### config.mk
export PLATFORM = sky130hd
export DESIGN_NAME = spi_host_ctrl
export DESIGN_NICKNAME = d
export VERILOG_FILES = /design/src/rtl/spi_host_pkg.sv /design/src/rtl/spi_host_clkdiv.sv /design/src/rtl/spi_host_shifter.sv /design/src/rtl/spi_host_regs.sv /design/src/rtl/spi_host_ctrl.sv
export SDC_FILE = /design/constraint.sdc
export NUM_CORES = 1
export LEC_CHECK = 0
export BUFFER_PORTS_ARGS = -buffer_cell sky130_fd_sc_hd__buf_4
export CELL_PAD_IN_SITES_DETAIL_PLACEMENT = 2
export CELL_PAD_IN_SITES_GLOBAL_PLACEMENT = 2
export CORE_ASPECT_RATIO = 0.7
export CORE_UTILIZATION = 41
export CTS_BUF_LIST = sky130_fd_sc_hd__clkbuf_8
export DETAILED_ROUTE_END_ITERATION = 8
export PLACE_DENSITY_LB_ADDON = 0.1
export SYNTH_ARGS = -nofsm -noshare
export SYNTH_HDL_FRONTEND = slang
export SYNTH_SLANG_ARGS = --single-unit
### constraint.sdc
create_clock -name clk -period 6.8 [get_ports clk]
set_input_delay 1.36 -clock clk [delete_from_list [all_inputs] [get_ports clk]]
set_output_delay 1.36 -clock clk [all_outputs]
set_load 0.01 [all_outputs]
### src/rtl/spi_host_pkg.sv
package spi_host_pkg;

  localparam int unsigned LEN_W = 6;

  typedef struct packed {
    logic rx_ie;
    logic en;
    logic tx_ie;
    logic master;
    logic tx_only;
  } ctrl_t;

  typedef struct packed {
    logic       lsb_first;
    logic [3:0] len_code;
    logic       keep;
    logic       cpol;
    logic       cpha;
  } cmd_t;

  // Frame length in bits from the 4-bit code of the command word.
  function automatic logic [LEN_W-1:0] frame_bits(input logic [3:0] code);
    logic [LEN_W-1:0] n;
    case (code)
      4'd0:    n = 6'd20;
      4'd1:    n = 6'd24;
      4'd2:    n = 6'd32;
      4'd3, 4'd4, 4'd5, 4'd6: n = 6'd8;
      default: n = {2'b00, code} + 6'd1;
    endcase
    return n;
  endfunction

endpackage

### src/rtl/spi_host_clkdiv.sv
module spi_host_clkdiv #(
  parameter int unsigned DIV_W = 8
) (
  input  logic             clk,
  input  logic             rst_n,
  input  logic             run,
  input  logic [DIV_W-1:0] div,
  output logic             tick
);

  logic [DIV_W-1:0] cnt_q, cnt_d;
  logic             wrap;

  assign wrap = (cnt_q == div);
  assign tick = run & wrap;

  always_comb begin
    cnt_d = cnt_q;
    if (!run)      cnt_d = '0;
    else if (wrap) cnt_d = '0;
    else           cnt_d = cnt_q + 1'b1;
  end

  always_ff @(posedge clk or negedge rst_n) begin
    if (!rst_n) cnt_q <= '0;
    else        cnt_q <= cnt_d;
  end

endmodule

### src/rtl/spi_host_shifter.sv
module spi_host_shifter #(
  parameter int unsigned DW = 32,
  parameter int unsigned LW = 6
) (
  input  logic          clk,
  input  logic          rst_n,
  input  logic          start,
  input  logic          tick,
  input  logic [DW-1:0] din,
  input  logic [LW-1:0] bits,
  input  logic          cpol,
  input  logic          cpha,
  input  logic          lsbf,
  input  logic          miso,
  output logic          busy,
  output logic          sck,
  output logic          mosi,
  output logic          done,
  output logic [DW-1:0] rx_word
);

  localparam int unsigned HW  = LW + 1;
  localparam logic [HW-1:0] DWL = HW'(DW);

  logic          busy_q, busy_d;
  logic          sck_q, sck_d;
  logic [HW-1:0] half_q, half_d;
  logic [DW-1:0] tx_q, tx_d;
  logic [DW-1:0] rx_q, rx_nx;
  logic [LW-1:0] bits_q, bits_d;
  logic          cpha_q, cpha_d;
  logic          lsbf_q, lsbf_d;

  logic [HW-1:0] last_half;
  logic          lead, smp, shf;
  logic [HW-1:0] load_sh, out_sh;

  assign last_half = {bits_q, 1'b0} - 1'b1;
  assign lead      = ~half_q[0];
  assign smp       = busy_q & tick & (cpha_q ? ~lead : lead);
  assign shf       = busy_q & tick &
                     (cpha_q ? (lead & (half_q != '0)) : (~lead & (half_q != last_half)));
  assign done      = busy_q & tick & (half_q == last_half);

  assign load_sh = DWL - {1'b0, bits};
  assign out_sh  = DWL - {1'b0, bits_q};

  always_comb begin
    rx_nx = rx_q;
    if (smp) rx_nx = lsbf_q ? {miso, rx_q[DW-1:1]} : {rx_q[DW-2:0], miso};
  end

  assign rx_word = lsbf_q ? (rx_nx >> out_sh) : rx_nx;
  assign mosi    = lsbf_q ? tx_q[0] : tx_q[DW-1];
  assign busy    = busy_q;
  assign sck     = sck_q;

  always_comb begin
    busy_d = busy_q;
    sck_d  = sck_q;
    half_d = half_q;
    tx_d   = tx_q;
    bits_d = bits_q;
    cpha_d = cpha_q;
    lsbf_d = lsbf_q;
    if (start) begin
      busy_d = 1'b1;
      sck_d  = cpol;
      half_d = '0;
      tx_d   = lsbf ? din : (din << load_sh);
      bits_d = bits;
      cpha_d = cpha;
      lsbf_d = lsbf;
    end else if (busy_q) begin
      if (tick) begin
        sck_d  = ~sck_q;
        half_d = half_q + 1'b1;
        if (shf) tx_d = lsbf_q ? (tx_q >> 1) : (tx_q << 1);
        if (done) busy_d = 1'b0;
      end
    end else begin
      sck_d = cpol;
    end
  end

  always_ff @(posedge clk or negedge rst_n) begin
    if (!rst_n) begin
      busy_q <= 1'b0;
      sck_q  <= 1'b0;
      half_q <= '0;
      tx_q   <= '0;
      rx_q   <= '0;
      bits_q <= LW'(8);
      cpha_q <= 1'b0;
      lsbf_q <= 1'b0;
    end else begin
      busy_q <= busy_d;
      sck_q  <= sck_d;
      half_q <= half_d;
      tx_q   <= tx_d;
      rx_q   <= start ? '0 : rx_nx;
      bits_q <= bits_d;
      cpha_q <= cpha_d;
      lsbf_q <= lsbf_d;
    end
  end

endmodule

### src/rtl/spi_host_regs.sv
module spi_host_regs
  import spi_host_pkg::*;
#(
  parameter int unsigned AW    = 5,
  parameter int unsigned DW    = 32,
  parameter int unsigned DIV_W = 8
) (
  input  logic             clk,
  input  logic             rst_n,
  input  logic             bus_wr,
  input  logic             bus_rd,
  input  logic [AW-1:0]    bus_addr,
  input  logic [DW-1:0]    bus_wdata,
  output logic [DW-1:0]    bus_rdata,
  input  logic             start,
  input  logic             busy,
  input  logic             done,
  input  logic [DW-1:0]    rx_word,
  output ctrl_t            ctrl,
  output cmd_t             cmd,
  output logic [DIV_W-1:0] div,
  output logic [DW-1:0]    hold,
  output logic             hold_full,
  output logic             rx_full,
  output logic             ovr,
  output logic             ss_act,
  output logic             rd_rx
);

  localparam logic [AW-1:0] OFS_CTRL = AW'(5'h00);
  localparam logic [AW-1:0] OFS_STAT = AW'(5'h03);
  localparam logic [AW-1:0] OFS_DATA = AW'(5'h04);
  localparam logic [AW-1:0] OFS_DIV  = AW'(5'h0A);
  localparam logic [AW-1:0] OFS_CMD  = AW'(5'h10);

  ctrl_t            ctrl_q, ctrl_d;
  cmd_t             cmd_q, cmd_d;
  logic [DIV_W-1:0] div_q, div_d;
  logic [DW-1:0]    hold_q, hold_d;
  logic             hfull_q, hfull_d;
  logic [DW-1:0]    rbuf_q, rbuf_d;
  logic             rfull_q, rfull_d;
  logic             ovr_q, ovr_d;
  logic             ss_q, ss_d;

  logic wr_ctrl, wr_stat, wr_data, wr_div, wr_cmd;
  logic full_eff, en_rise;

  assign wr_ctrl = bus_wr & (bus_addr == OFS_CTRL);
  assign wr_stat = bus_wr & (bus_addr == OFS_STAT);
  assign wr_data = bus_wr & (bus_addr == OFS_DATA);
  assign wr_div  = bus_wr & (bus_addr == OFS_DIV);
  assign wr_cmd  = bus_wr & (bus_addr == OFS_CMD);
  assign rd_rx   = bus_rd & (bus_addr == OFS_DATA);

  assign full_eff = rfull_q & ~rd_rx;
  assign en_rise  = wr_ctrl & bus_wdata[6] & ~ctrl_q.en;

  always_comb begin
    ctrl_d  = ctrl_q;
    cmd_d   = cmd_q;
    div_d   = div_q;
    hold_d  = hold_q;
    hfull_d = hfull_q;
    rbuf_d  = rbuf_q;
    rfull_d = full_eff;
    ovr_d   = ovr_q;
    ss_d    = ss_q;

    if (wr_ctrl) ctrl_d = '{rx_ie: bus_wdata[7], en: bus_wdata[6], tx_ie: bus_wdata[5],
                            master: bus_wdata[3], tx_only: bus_wdata[1]};
    if (wr_cmd)  cmd_d = '{lsb_first: bus_wdata[12], len_code: bus_wdata[11:8],
                           keep: bus_wdata[7], cpol: bus_wdata[1], cpha: bus_wdata[0]};
    if (wr_div)  div_d = bus_wdata[DIV_W-1:0];

    if (wr_data) begin
      hold_d  = bus_wdata;
      hfull_d = 1'b1;
    end else if (start) begin
      hfull_d = 1'b0;
    end

    if (wr_stat && !bus_wdata[0]) ovr_d = 1'b0;
    if (done && !ctrl_q.tx_only) begin
      if (full_eff) begin
        ovr_d = 1'b1;
      end else begin
        rbuf_d  = rx_word;
        rfull_d = 1'b1;
      end
    end

    if (start || en_rise)                          ss_d = 1'b1;
    else if (done && (!cmd_q.keep || !ctrl_q.en))  ss_d = 1'b0;
    else if (!ctrl_q.en && !busy)                  ss_d = 1'b0;
  end

  always_ff @(posedge clk or negedge rst_n) begin
    if (!rst_n) begin
      ctrl_q  <= '0;
      cmd_q   <= '0;
      div_q   <= '0;
      hold_q  <= '0;
      hfull_q <= 1'b0;
      rbuf_q  <= '0;
      rfull_q <= 1'b0;
      ovr_q   <= 1'b0;
      ss_q    <= 1'b0;
    end else begin
      ctrl_q  <= ctrl_d;
      cmd_q   <= cmd_d;
      div_q   <= div_d;
      hold_q  <= hold_d;
      hfull_q <= hfull_d;
      rbuf_q  <= rbuf_d;
      rfull_q <= rfull_d;
      ovr_q   <= ovr_d;
      ss_q    <= ss_d;
    end
  end

  always_comb begin
    bus_rdata = '0;
    case (bus_addr)
      OFS_CTRL: bus_rdata[7:0]  = {ctrl_q.rx_ie, ctrl_q.en, ctrl_q.tx_ie, 1'b0,
                                   ctrl_q.master, 1'b0, ctrl_q.tx_only, 1'b0};
      OFS_STAT: bus_rdata[7:0]  = {rfull_q, 1'b0, ~hfull_q, 4'b0000, ovr_q};
      OFS_DATA: bus_rdata       = rbuf_q;
      OFS_DIV:  bus_rdata[DIV_W-1:0] = div_q;
      OFS_CMD:  bus_rdata[15:0] = {3'b000, cmd_q.lsb_first, cmd_q.len_code, cmd_q.keep,
                                   5'b00000, cmd_q.cpol, cmd_q.cpha};
      default:  bus_rdata = '0;
    endcase
  end

  assign ctrl      = ctrl_q;
  assign cmd       = cmd_q;
  assign div       = div_q;
  assign hold      = hold_q;
  assign hold_full = hfull_q;
  assign rx_full   = rfull_q;
  assign ovr       = ovr_q;
  assign ss_act    = ss_q;

endmodule

### src/rtl/spi_host_ctrl.sv
module spi_host_ctrl
  import spi_host_pkg::*;
#(
  parameter int unsigned AW    = 5,
  parameter int unsigned DW    = 32,
  parameter int unsigned DIV_W = 8
) (
  input  logic          clk,
  input  logic          rst_n,
  input  logic          bus_wr,
  input  logic          bus_rd,
  input  logic [AW-1:0] bus_addr,
  input  logic [DW-1:0] bus_wdata,
  output logic [DW-1:0] bus_rdata,
  output logic          spi_sck,
  output logic          spi_mosi,
  input  logic          spi_miso,
  output logic          spi_ss_n,
  output logic          irq
);

  logic [1:0] rst_sync_q;
  logic       rst_int_n;

  always_ff @(posedge clk or negedge rst_n) begin
    if (!rst_n) rst_sync_q <= 2'b00;
    else        rst_sync_q <= {rst_sync_q[0], 1'b1};
  end
  assign rst_int_n = rst_sync_q[1];

  ctrl_t            ctrl;
  cmd_t             cmd;
  logic [DIV_W-1:0] div;
  logic [DW-1:0]    hold, rx_word;
  logic             hold_full, rx_full, ovr, ss_act, rd_rx;
  logic             busy, tick, frame_done, start, tx_empty;
  logic             ctl_en, ctl_tx_only, cmd_cpol;

  assign ctl_en      = ctrl.en;
  assign ctl_tx_only = ctrl.tx_only;
  assign cmd_cpol    = cmd.cpol;
  assign tx_empty    = ~hold_full;
  assign start       = hold_full & ~busy & ctrl.en & ctrl.master;

  spi_host_regs #(.AW(AW), .DW(DW), .DIV_W(DIV_W)) u_regs (
    .clk       (clk),
    .rst_n     (rst_int_n),
    .bus_wr    (bus_wr),
    .bus_rd    (bus_rd),
    .bus_addr  (bus_addr),
    .bus_wdata (bus_wdata),
    .bus_rdata (bus_rdata),
    .start     (start),
    .busy      (busy),
    .done      (frame_done),
    .rx_word   (rx_word),
    .ctrl      (ctrl),
    .cmd       (cmd),
    .div       (div),
    .hold      (hold),
    .hold_full (hold_full),
    .rx_full   (rx_full),
    .ovr       (ovr),
    .ss_act    (ss_act),
    .rd_rx     (rd_rx)
  );

  spi_host_clkdiv #(.DIV_W(DIV_W)) u_div (
    .clk   (clk),
    .rst_n (rst_int_n),
    .run   (busy),
    .div   (div),
    .tick  (tick)
  );

  spi_host_shifter #(.DW(DW), .LW(LEN_W)) u_shift (
    .clk     (clk),
    .rst_n   (rst_int_n),
    .start   (start),
    .tick    (tick),
    .din     (hold),
    .bits    (frame_bits(cmd.len_code)),
    .cpol    (cmd.cpol),
    .cpha    (cmd.cpha),
    .lsbf    (cmd.lsb_first),
    .miso    (spi_miso),
    .busy    (busy),
    .sck     (spi_sck),
    .mosi    (spi_mosi),
    .done    (frame_done),
    .rx_word (rx_word)
  );

  assign spi_ss_n = ~ss_act;
  assign irq      = (rx_full & ctrl.rx_ie) | (tx_empty & ctrl.tx_ie);

endmodule

# Word-level counts from Yosys, hierarchy flattened

Index checks and enable logic that the tools add are counted.
W data, S select, Z words.

Bits in registers: 180
Output and inout port bits: 36
Word-level logic and storage cells: 140

Add/sub/neg operators: 6
Eq/ne operators: 14
Shift-type cells: 2
Muxes and demuxes: 38
Bitwise gates (word level): 30
Reductions and logical operators: 23

Operators with widths:

| kind                  | number |
|---|---|
| $mux W32              | 10 |
| $pmux W8 S5           | 1 |
| $shl A32 B7 Y32       | 1 |
| $shr A32 B7 Y32       | 1 |
| $pmux W6 S4           | 1 |
| $and A1 B1 Y1         | 21 |
| $mux W7               | 3 |
| $mux W1               | 19 |
| $mux W16              | 1 |
| $mux W8               | 2 |
| $pmux W8 S2           | 1 |
| $sub A6 B6 Y7 const A | 2 |
| $eq A4 B3 Y1 const B  | 3 |
| $add A8 B1 Y8 const B | 1 |
| $eq A4 B2 Y1 const B  | 2 |
| $eq A8 B8 Y1          | 1 |
| $not A1 Y1            | 8 |
| $reduce_bool A2 Y1    | 4 |
| $add A7 B1 Y7 const B | 1 |
| $eq A7 B7 Y1          | 1 |
| $ne A7 B7 Y1          | 1 |
| $reduce_bool A7 Y1    | 1 |
| $sub A7 B1 Y7 const B | 1 |
| $add A4 B1 Y5 const B | 1 |
| other kinds (16)      | 25 |

# Depth between registers and ports, before layout

Gate-level depths: netlist of run 1.

Depth after elaboration: 9
Depth in mapped cells: 15
Mapped depth without buffers: 12

# Hierarchy

Synthesis of run 1 repeated with hierarchy kept, for this count alone.

Cell total of the unflattened synthesis: 1248
Area, all modules: 13052.5 um^2

Modules (own cells, without submodules):

| module           | times used | cells an instance | area each (um^2) | sequential area each (um^2) |
|---|---|---|---|---|
| spi_host_shifter | 1          | 900               | 8409.3           | 2028.2 |
| spi_host_regs    | 1          | 268               | 3846.2           | 2227.1 |
| spi_host_clkdiv  | 1          | 46                | 500.5            | 200.2 |
| spi_host_ctrl    | 1          | 34                | 296.5            | 50.0 |

# Worst setup path after synthesis of run 1

OpenSTA, ideal clock, no wires.

Path kind: input to output
From: input port bus_addr[0]
To: output port bus_rdata[1]
Arrival time: 2.751 ns
Setup slack: 2.689 ns
Cell stages on the path: 4
Buffers on the path: 0
Path through: or3_1 nor3b_1 a22o_1 a221o_1

Word-level cells in the longest chain between the ends: 2

Ends and longest elaborated chain:

| what                                 | RTL line             | source |
|---|---|---|
| start: declaration                   | spi_host_ctrl.sv:12  | `input logic [AW-1:0] bus_addr,` |
| $eq A5 B5 Y1 (tied with other cells) | spi_host_regs.sv:124 | `case (bus_addr)` |
| $pmux W8 S5 (*)                      | spi_host_regs.sv:124 |  |
| end: declaration                     | spi_host_ctrl.sv:14  | `output logic [DW-1:0] bus_rdata,` |

Mark *: on every way between the ends. The rest lies on a longest branch, timed or not.

# Worst setup path in the final report of run 1

From: register u_regs.cmd_q (netlist bit u_regs.cmd[3])
To: register u_shift.tx_q[29]

Word-level cells in the longest chain between the ends: 7

Ends and longest elaborated chain:

| what                                                                  | RTL line                | source |
|---|---|---|
| start: declaration                                                    | spi_host_regs.sv:37     | `cmd_t cmd_q, cmd_d;` |
| start signal: assignment                                              | spi_host_regs.sv:111    | `cmd_q <= cmd_d;` |
| parallel branches: the longest is 2 deep, another holds $add A4 B1 Y5 | n/a                     |  |
| $pmux W6 S4 (*)                                                       | spi_host_pkg.sv:24      | `case (code)` |
| $sub A6 B6 Y7 (*)                                                     | spi_host_shifter.sv:45  | `assign load_sh = DWL - {1'b0, bits};` |
| $shl A32 B7 Y32 (*)                                                   | spi_host_shifter.sv:70  | `tx_d = lsbf ? din : (din << load_sh);` |
| $mux W32 (*)                                                          | spi_host_shifter.sv:70  |  |
| $mux W32 (*)                                                          | spi_host_shifter.sv:66  | `if (start) begin` |
| end signal: assignment                                                | spi_host_shifter.sv:100 | `tx_q <= tx_d;` |
| end: declaration                                                      | spi_host_shifter.sv:28  | `logic [DW-1:0] tx_q, tx_d;` |

Mark *: on every way between the ends.
A chain may end at the register's enable or synchronous reset.

==> qor.yml, run 1 <==
synthesis:
  synth_cells: 1516
  ys.flop_type: "dfrtp_1"
  synth_top_cell_by_area: "dfrtp_1"
  synth_warnings: 0
  synthArstFlopShare_pct: 100
  ys_ff_latch: 180
  synthDominantCellAreaShare_pct: 31.8
  netlist_area_sq_um: 14100
  seq_area_frac_synth_pct: 31.9
  avgSynthCellArea_sq_um: 9.30
  ys_types: 91
  ys_top_cells_by_area: "dfrtp_1 (32%), mux2i_1 (8.7%), mux2_2 (7.0%)"
  synth_fp_nets: 1567
  synth_edf_count: 0
layout:
  drive_gt1_share_pct: 20.5
  area_delta_synth_final_pct: 9.93
  nNetsFinal: 1578
  layout_commonest_cell: "dfrtp_1"
  final_cell_mix: "dfrtp_1 (177), nor2_1 (136), nand2_1 (127), mux2i_1 (123), buf_4 (108)"
  final_cells: 2005
  final_area_sq_um: 15500
global_route:
  overflow: 0
  grt_pass1_vias: 13822
  grt_max_degree: 133
  antenna_found_initial: 1
  groute.usage.overall_pct: 37.0
  grt_pass1_wl_microns: 95000
setup_path:
  critPathArrivalTime_ps: 5750
  required_ps: 7220
  endpoint_kind: "register"
  critical_path_class: "register to register"
  path_max_fanout: 35
  worstRegToRegCells: 13
  critical_path.startpoint_type: "register"
timing:
  hold_ws_ps: 372
  timing.slew.headroom_pct: 5.12
  finalClockSkew_ps: 19.6
  tightestPinTransition_ps: 1410
  finalSetupTns_ps: 0
  rsz0062_at_grt: "false"
  max_freq_ghz: 0.188
  setup_slack_ps: 1470
  finalHoldViolCount: 0
  setup_viol: 0
  maxSlewViolCount: 0
  period_needed_ps: 5330
  fin_crit_sh_pct: 78.4
worst_hold_path:
  hold_class: "register to async pin"
cts:
  cts_resized: 0
  numCtsBuffers: 17
  cts_tree: "done"
  post_cts_buffers: 0
  path_clk_slew_ps: 130
  cts_max_level: 4
  ctsHoldBuffers: 0
  clk_path_buf_depth: 2
  cts_root_buf: "clkbuf_8"
  cts_sinks: 180
  clk_latency_ps: 530
floorplanning:
  dieHeight_microns: 157
  initial_core_util_pct: 41.9
  num_io_pins: 78
  coreArea_sq_um: 33700
  die_w_microns: 224
  die_area_sq_um: 35200
  fp-row-count: 56
place:
  place_area_sq_um: 15100
  io_buffer_count: 77
  placed_cells: 1972
  dp_slack_ps: 1630
  dp_hpwl_microns: 48400
  gp_congestion: 0.987
detailed_routing:
  ant_nets: 0
  viasPerCell: 6.86
  wirelength_microns: 64600
  drc: 0
  post_drt_wl_per_cell_microns: 32.2
  vias: 13759
  first_pass_iters: 5
  first_iter_violations: 1605
run_status:
  status: "finished, final reports clean"
pwr:
  powerDensity_nw_per_um2: 464
  vdd_drop_max_uv: 213
  p_leak_nw: 6.35
flow_run:
  drv_cap: 0
cell usage after synthesis, drive strengths merged, types with 4 or more instances:
library cell / instances
a221oi: 10
and2: 28
nand4: 27
inv: 16
a21o: 11
o311ai: 6
nand3: 41
o211ai: 10
a211oi: 34
buf: 45
nor4: 10
o21ai: 66
and3: 12
o21a: 7
a22o: 10
xor2: 24
clkbuf: 73
o22ai: 13
o31ai: 23
nor3b: 5
and4: 4
mux2: 88
xnor2: 22
a31oi: 40
mux4: 43
a41oi: 4
a221o: 9
nor2: 138
a211o: 11
dfrtp: 179
o2111ai: 4
nand2: 127
o221ai: 23
a21oi: 103
a22oi: 8
ha: 9
nor3: 42
a311oi: 4
nor2b: 7
mux2i: 123
registers in the layout, indices dropped and copies added (netlist names):
signal	cells
u_regs.rx_full	1
u_shift.busy	1
u_regs.cmd	8
u_shift.tx_q	32
u_regs.hold_full	1
u_regs.rbuf_q	32
u_regs.div	8
rst_sync_q	2
u_div.cnt_q	8
u_shift.cpha_q	1
u_shift.rx_q	32
u_shift.sck	1
u_shift.lsbf_q	1
u_shift.bits_q	6
u_shift.half_q	7
u_regs.ss_act	1
u_regs.hold	32
u_regs.ctrl	5
u_regs.ovr	1
cell type report:
cell class | instances | area [sq um]
Fill cell | 3636 | 18200
Multi-Input combinational cell | 1199 | 9060
Sequential cell | 180 | 4510
Timing Repair Buffer | 110 | 851
Tap cell | 464 | 581
Clock buffer | 17 | 234
Clock inverter | 15 | 195
Inverter | 19 | 71.3
Antenna cell | 1 | 2.50
cell families after synthesis:
logic type      after synthesis  synth area share, %
simple gates                456                 15.7
compound gates              430                 20.9
mux                         254                 22.6
flops                       180                 31.9
buf+inv                     137                 4.17
xor+xnor                     49                 3.84
fa+ha+maj                     9                0.798
other cells                   1               0.0266
stage by stage:
stage	total power [mW]	util, %
after CTS	6.98	46.0
after floorplan	4.54	-
final	7.19	46.0
after global routing	7.44	46.0
after global placement	5.98	44.7
after detailed placement	6.13	44.7
path summary, 6_finish.rpt:
check                      slack, ps                      start                            to
min                              370    rst_sync_q[1]$_DFF_PN0_     u_shift.rx_q[1]$_DFF_PN0_
min in group clk                 380    rst_sync_q[0]$_DFF_PN0_       rst_sync_q[1]$_DFF_PN0_
min reg2reg                      370    rst_sync_q[1]$_DFF_PN0_     u_shift.rx_q[1]$_DFF_PN0_
max reg2reg                     1470  u_regs.cmd[3]$_DFFE_PN0P_  u_shift.tx_q[29]$_DFFE_PN0P_
max                             1470  u_regs.cmd[3]$_DFFE_PN0P_  u_shift.tx_q[29]$_DFFE_PN0P_
max in group asynchronous       5100    rst_sync_q[1]$_DFF_PN0_    u_shift.lsbf_q$_DFFE_PN0P_
critical path: stages (launching register included):
cell and delay, ps:
dfrtp_1 550, inv_1 170, ha_1 290, nor3_2 290, a21oi_1 190, nor2_4 110, buf_4 510, clkinv_1 420
ha_1 910, buf_4 380, mux4_2 360, mux2i_1 460, a2111oi_0 220, a211o_1 340
report_power, final:
part | internal (mW) | total (mW) | switching (mW)
combinational | 1.51 | 4.60 | 3.08
clock | 0.292 | 0.828 | 0.537
sequential | 1.29 | 1.76 | 0.477
routing by layer:
layer | vias to the layer above | part of all wire [%] | routed length [microns] | track usage, %
li1 | 5823 | - | - | -
met1 | 7138 | 48 | 30800 | 56.5
met2 | 723 | 40 | 25700 | 49.3
met5 | - | 0.40 | 259 | 5.61
met3 | 69 | 11 | 6880 | 11.9
met4 | 6 | 1.5 | 967 | 7.76
(Power assumes the default switching activity.)
==> run 2, diff against run 1 <==
--- a/config.mk
+++ b/config.mk
@@ -9,7 +9,7 @@
 export CELL_PAD_IN_SITES_DETAIL_PLACEMENT = 2
 export CELL_PAD_IN_SITES_GLOBAL_PLACEMENT = 2
 export CORE_ASPECT_RATIO = 0.7
-export CORE_UTILIZATION = 41
+export CORE_UTILIZATION = 37
 export CTS_BUF_LIST = sky130_fd_sc_hd__clkbuf_8
 export DETAILED_ROUTE_END_ITERATION = 8
 export PLACE_DENSITY_LB_ADDON = 0.1
==> constraint.sdc (replaced) <==
create_clock -name clk -period 4.55 [get_ports clk]
set_input_delay 0.91 -clock clk [delete_from_list [all_inputs] [get_ports clk]]
set_output_delay 0.91 -clock clk [all_outputs]
set_load 0.01 [all_outputs]
==> qor.yml, run 2 (synthesized netlist as in run 1, its figures left out) <==
place:
  io_buffer_count: 77  # unchanged
  gp_congestion: 0.965  # -2.3%
  dp_hpwl_microns: 49700  # +2.6%
  place_area_sq_um: 15400  # +1.9%
  dp_slack_ps: 689  # -942 ps
timing:
  setup_viol: 0  # unchanged
  period_needed_ps: 4060  # -1270 ps
  timing.slew.headroom_pct: 30.0  # +25 points
  finalClockSkew_ps: 22.2  # +2.62 ps
  tightestPinTransition_ps: 1050  # -363 ps
  fin_crit_sh_pct: 89.2  # +11 points
  rsz0062_at_grt: "false"
  finalHoldViolCount: 0  # unchanged
  finalSetupTns_ps: 0  # unchanged
  setup_slack_ps: 493  # -978 ps
  maxSlewViolCount: 0  # unchanged
  max_freq_ghz: 0.247  # +31%
global_route:
  groute.usage.overall_pct: 33.6  # -3.5 points
  grt_pass1_wl_microns: 95500  # +0.49%
  antenna_found_initial: 2  # +1
  overflow: 0  # unchanged
  grt_max_degree: 76  # -43%
  grt_pass1_vias: 13572  # -1.8%
pwr:
  internal-power_mw: 4.74  # +53%
  pwr-share-comb_pct: 64.7  # +0.8 points
  netSwitchingFraction_pct: 56.3  # -0.64 points
  power.switching_mw: 6.11  # +49%
  powerDensity_nw_per_um2: 686  # +48%
  p_leak_nw: 6.50  # +2.4%
  clockPowerShare_pct: 11.4  # about the same
  vdd_drop_max_uv: 322  # +51%
  seqPwrFrac_pct: 23.8  # -0.7 points
setup_path:
  crit_start: "u_regs.div[7]$_DFFE_PN0P_"
  rr_startpoint: "u_regs.div[7]$_DFFE_PN0P_"
  endpoint_kind: "register"
  critical_path_class: "register to register"
  critical_path.startpoint_type: "register"
  critPathArrivalTime_ps: 4460  # -1290 ps
  required_ps: 4950  # -2270 ps
  path_max_fanout: 8  # -77%
detailed_routing:
  wirelength_microns: 65200  # +0.92%
  post_drt_wl_per_cell_microns: 31.6  # -1.9%
  viasPerCell: 6.69  # -2.5%
  drc: 0  # unchanged
  ant_nets: 0  # unchanged
  vias: 13790  # +0.23%
  first_pass_iters: 6  # +1
  first_iter_violations: 1356  # -16%
layout:
  drive_gt1_share_pct: 22.2  # +1.7 points
  final_area_sq_um: 15800  # +1.9%
  nNetsFinal: 1612  # +2.2%
  antennaDiodeCount: 0  # -1
  multi_input_area_sq_um: 9050  # about the same
  final_cell_mix: "dfrtp_1 (177), buf_4 (141), nor2_1 (136), nand2_1 (127), mux2i_1 (123)"
  regArea_sq_um: 4510  # unchanged
  n_fill_cell: 4059  # +12%
  layout_commonest_cell: "dfrtp_1"
  area_delta_synth_final_pct: 12.0
cts:
  post_cts_buffers: 0  # unchanged
  cts_sinks: 180  # unchanged
  cts_resized: 0  # unchanged
  numCtsBuffers: 17  # unchanged
  cts_tree: "done"
  path_clk_slew_ps: 130  # about the same
  cts_max_level: 4  # unchanged
  clk_latency_ps: 540  # about the same
  clk_path_buf_depth: 2  # unchanged
  ctsHoldBuffers: 0  # unchanged
  cts_root_buf: "clkbuf_8"
worst_hold_path:
  hold_class: "primary input to async pin"
floorplanning:
  fp-row-count: 59  # +5.4%
  initial_core_util_pct: 37.8  # -4.1 points
  die_area_sq_um: 38900  # +11%
  die_w_microns: 235  # +5.2%
  dieHeight_microns: 165  # +5.2%
  num_io_pins: 78  # unchanged
  coreArea_sq_um: 37400  # +11%
flow_run:
  drv_cap: 0  # unchanged
run_status:
  status: "finished, final reports clean"
==> run 2: layout make-up <==
| class | instances | area share [%] |
|---|---|---|
| clock buffer | 17 | 1.48 |
| clock inverter | 15 | 1.31 |
| inverter | 19 | 0.451 |
| multi-input combinational | 1199 | 57.3 |
| sequential | 180 | 28.6 |
| tap | 488 | 3.86 |
| timing repair buffer | 144 | 7.08 |
==> run 2: path summary, 6_finish.rpt <==
kind                                            endpoint  slack, ps  depth (start not counted)
max                        u_regs.rbuf_q[15]$_DFFE_PN0P_        490                          9
min                              rst_sync_q[1]$_DFF_PN0_        120                          1
max reg2reg                u_regs.rbuf_q[15]$_DFFE_PN0P_        490                          9
min reg2reg                      rst_sync_q[1]$_DFF_PN0_        370                          0
max in group asynchronous     u_shift.rx_q[22]$_DFF_PN0_       2900                          1
min in group clk                 rst_sync_q[1]$_DFF_PN0_        370                          0
==> run 2: power groups by stage <==
stage	clock network [mW]	registers [mW]	logic (mW)
global placement	0	2.55	6.58
CTS	1.27	2.55	6.75
finish	1.24	2.59	7.02
floorplan	0	2.23	4.55
detailed placement	0	2.58	6.71
global route	1.32	2.62	7.34
==> run 2: metal layers <==
layer | global-route usage (%) | routed length [microns]
met1 | 52.6 | 32700
met2 | 43.1 | 24700
met3 | 11.4 | 6960
met4 | 5.91 | 772
met5 | 1.52 | 91
==> run 2: critical path: stages, from the launching register on <==
cell and delay [ps]:
dfrtp_1 490, xnor2_1 430, nand4_1 680, o31ai_1 760, a21oi_1 210, o31ai_1 340, buf_4 190, a21oi_1 70
a211oi_1 630, o31ai_1 120
==> run 2: metrics by stage <==
step	hold WS [ps]	cells	utilization, %	power, mW
6_report	122	2062	42.3	10.8
2_1_floorplan	331	1516	-	6.79
3_5_place_dp	336	2030	41.1	9.29
5_1_grt	106	2062	42.3	11.3
4_1_cts	90.5	2062	42.3	10.6
3_3_place_gp	338	2030	41.1	9.14
==> run 3, diff against run 2 <==
--- a/config.mk
+++ b/config.mk
@@ -5,11 +5,12 @@
 export SDC_FILE = /design/constraint.sdc
 export NUM_CORES = 1
 export LEC_CHECK = 0
+export ABC_AREA = 1
 export BUFFER_PORTS_ARGS = -buffer_cell sky130_fd_sc_hd__buf_4
 export CELL_PAD_IN_SITES_DETAIL_PLACEMENT = 2
 export CELL_PAD_IN_SITES_GLOBAL_PLACEMENT = 2
 export CORE_ASPECT_RATIO = 0.7
-export CORE_UTILIZATION = 37
+export CORE_UTILIZATION = 32
 export CTS_BUF_LIST = sky130_fd_sc_hd__clkbuf_8
 export DETAILED_ROUTE_END_ITERATION = 8
 export PLACE_DENSITY_LB_ADDON = 0.1
==> qor.yml, run 3 <==
run_status:
  status: "finished, final reports clean"
timing:
  finalHoldViolCount: 0  # unchanged
  finalClockSkew_ps: 21.4  # -0.823 ps
  finalSetupTns_ps: 0  # unchanged
  rsz0062_at_grt: "false"
  tightestPinTransition_ps: 1070  # +28.7 ps
  maxSlewViolCount: 0  # unchanged
  setup_viol: 0  # unchanged
  period_needed_ps: 3950  # -107 ps
  timing.slew.headroom_pct: 28.3  # -1.7 points
  fin_crit_sh_pct: 86.8  # -2.3 points
  max_freq_ghz: 0.253  # +2.7%
layout:
  final_cell_mix: "nand3_1 (507), nand2_1 (495), dfrtp_1 (177), inv_1 (155), o21ai_0 (147)"
  antennaDiodeCount: 0  # unchanged
  area_delta_synth_final_pct: 11.2
  layout_commonest_cell: "nand3_1"
  nNetsFinal: 2034  # +26%
  final_area_sq_um: 14400  # -9.0%
  drive_gt1_share_pct: 11.1  # -11 points
floorplanning:
  initial_core_util_pct: 32.5  # -5.3 points
  dieHeight_microns: 170  # +2.9%
  die_area_sq_um: 41200  # +5.9%
  coreArea_sq_um: 39800  # +6.5%
  fp-row-count: 61  # +3.4%
  die_w_microns: 242  # +2.9%
  num_io_pins: 78  # unchanged
flow_run:
  drv_cap: 0  # unchanged
synthesis:
  synth_edf_count: 0  # unchanged
  seq_area_frac_synth_pct: 34.9  # +2.9 points
  synth_cells: 1970  # +30%
  synth_warnings: 0  # unchanged
  synth_top_cells_by_count: "nand3_1 (507), nand2_1 (495), dfrtp_1 (179)"
  ys.flop_type: "dfrtp_1"
  ys_types: 45  # -51%
  synth_top_cell_by_area: "dfrtp_1"
  ys_ff_latch: 180  # unchanged
  netlist_area_sq_um: 12900  # -8.3%
  synthDominantCellAreaShare_pct: 34.6  # +2.9 points
  synthArstFlopShare_pct: 100  # unchanged
  avgSynthCellArea_sq_um: 6.56  # -29%
  synth_fp_nets: 2021  # +29%
  yosysMostFrequentCell: "nand3_1"
  ys_top_cells_by_area: "dfrtp_1 (35%), nand3_1 (20%), nand2_1 (14%)"
cts:
  numCtsBuffers: 17  # unchanged
  cts_tree: "done"
  cts_resized: 0  # unchanged
  ctsHoldBuffers: 0  # unchanged
  clk_path_buf_depth: 2  # unchanged
  cts_max_level: 4  # unchanged
  post_cts_buffers: 0  # unchanged
  clk_latency_ps: 530  # about the same
  cts_sinks: 180  # unchanged
  cts_root_buf: "clkbuf_8"
  path_clk_slew_ps: 120  # about the same
pwr:
  p_leak_nw: 6.87  # +5.6%
  pwr-share-comb_pct: 48.1  # -17 points
  internal-power_mw: 3.05  # -36%
  vdd_drop_max_uv: 287  # -11%
  netSwitchingFraction_pct: 51.3  # -5.0 points
  powerDensity_nw_per_um2: 436  # -36%
  power.switching_mw: 3.22  # -47%
  clockPowerShare_pct: 18.9  # +7.5 points
  seqPwrFrac_pct: 33.0  # +9.2 points
detailed_routing:
  wirelength_microns: 59300  # -9.0%
  first_iter_violations: 1223  # -9.8%
  vias: 14405  # +4.5%
  post_drt_wl_per_cell_microns: 23.4  # -26%
  viasPerCell: 5.69  # -15%
  first_pass_iters: 5  # -1
  ant_nets: 0  # unchanged
  drc: 0  # unchanged
global_route:
  overflow: 0  # unchanged
  grt_max_degree: 70  # -7.9%
  grt_pass1_vias: 14659  # +8.0%
  grt_pass1_wl_microns: 90700  # -5.0%
  groute.usage.overall_pct: 29.0  # -4.6 points
  antenna_found_initial: 1  # -1
setup_path:
  cp_slowest_cell: "dfrtp_1"
  critical_path.startpoint_type: "register"
  cpPeakStageDelay_ps: 520  # -240 ps
  cpMostUsedCell: "nand3_1"
  path_max_fanout: 35  # +27
  path_delay_family: "simple AND/OR/NAND/NOR gates"
  path_buf_inv: 4  # +3
  endpoint_kind: "register"
  path_cells: "inv_1 > ha_1 > nor2_1 > nand3_2 > nand2_2 > inv_2 > nor2_1 > inv_1 > ha_1 > nand4_1 > nand2_2 > buf_4 > nand3_1 > nand3_1 > nand3_1 > nand3_1 > nand3_1 > nand3_1 > nand2_1 > nand2_1"
  critPathArrivalTime_ps: 4370  # -90 ps
  critical_path_class: "register to register"
  required_ps: 4970  # +20 ps
place:
  dp_hpwl_microns: 45000  # -9.4%
  place_area_sq_um: 14000  # -9.0%
  io_buffer_count: 77  # unchanged
  gp_congestion: 0.925  # -4.1%
worst_hold_path:
  hold_class: "primary input to async pin"
run 3: cells by family (layout without fill, tap and decap cells):
kind of cell | Yosys count | in the layout | synth area share, %
compound gates | 282 | 282 | 12.3
xor+xnor | 17 | 17 | 1.21
fa+ha+maj | 9 | 9 | 0.871
buf+inv | 290 | 316 | 8.80
flops | 180 | 180 | 34.9
mux | 19 | 19 | 1.66
other cells | 1 | 1 | 0.0290
simple gates | 1172 | 1172 | 40.3
run 3: routing by layer:
layer  vias to the layer above  wire (microns)  GRT usage, %
met1                      7336           32100          46.6
met5                         -              13             0
met4                         2             559          4.76
met2                       370           22600          38.5
li1                       6666               -             -
met3                        31            4020          6.54
run 3: layout make-up:
cell class,instances,area [sq um]
clock buffers,17,234
clock inverters,15,156
fillers,4807,25400
inverters,171,642
multi-input cells,1500,7300
flip-flops and latches,180,4510
well taps,535,669
repair buffers,113,861
run 3: worst paths after layout:
check	from	end	slack [ps]	depth (start not counted)
max in group asynchronous	rst_sync_q[1]$_DFF_PN0_	u_regs.hold[17]$_DFFE_PN0P_	3200	1
min in group clk	rst_sync_q[0]$_DFF_PN0_	rst_sync_q[1]$_DFF_PN0_	380	0
max	u_regs.cmd[3]$_DFFE_PN0P_	u_shift.tx_q[31]$_DFFE_PN0P_	600	20
max reg2reg	u_regs.cmd[3]$_DFFE_PN0P_	u_shift.tx_q[31]$_DFFE_PN0P_	600	20
min	rst_n	rst_sync_q[0]$_DFF_PN0_	130	1
min reg2reg	rst_sync_q[0]$_DFF_PN0_	rst_sync_q[1]$_DFF_PN0_	380	0
run 3: power groups by stage:
| stage | sequential, mW | combinational [mW] | clock [mW] |
|---|---|---|---|
| final | 2.07 | 3.01 | 1.19 |
| after global routing | 2.08 | 3.27 | 1.28 |
| after CTS | 2.05 | 2.92 | 1.22 |
| after detailed placement | 2.08 | 2.91 | 0 |
| after global placement | 2.07 | 2.82 | 0 |
| after floorplan | 1.95 | 1.97 | 0 |
run 3: through the flow:
stage          std cells  setup slack (ps)  utilization (%)  hold WS [ps]  total power [mW]
6_report            2531               600             36.2           134              6.27
5_1_grt             2531               316             36.2          86.7              6.63
4_1_cts             2531               664             36.2          99.3              6.20
3_5_place_dp        2499               695             35.2           354              4.99
3_3_place_gp        2499               986             35.2           337              4.89
2_1_floorplan       1970              1430                -           331              3.92
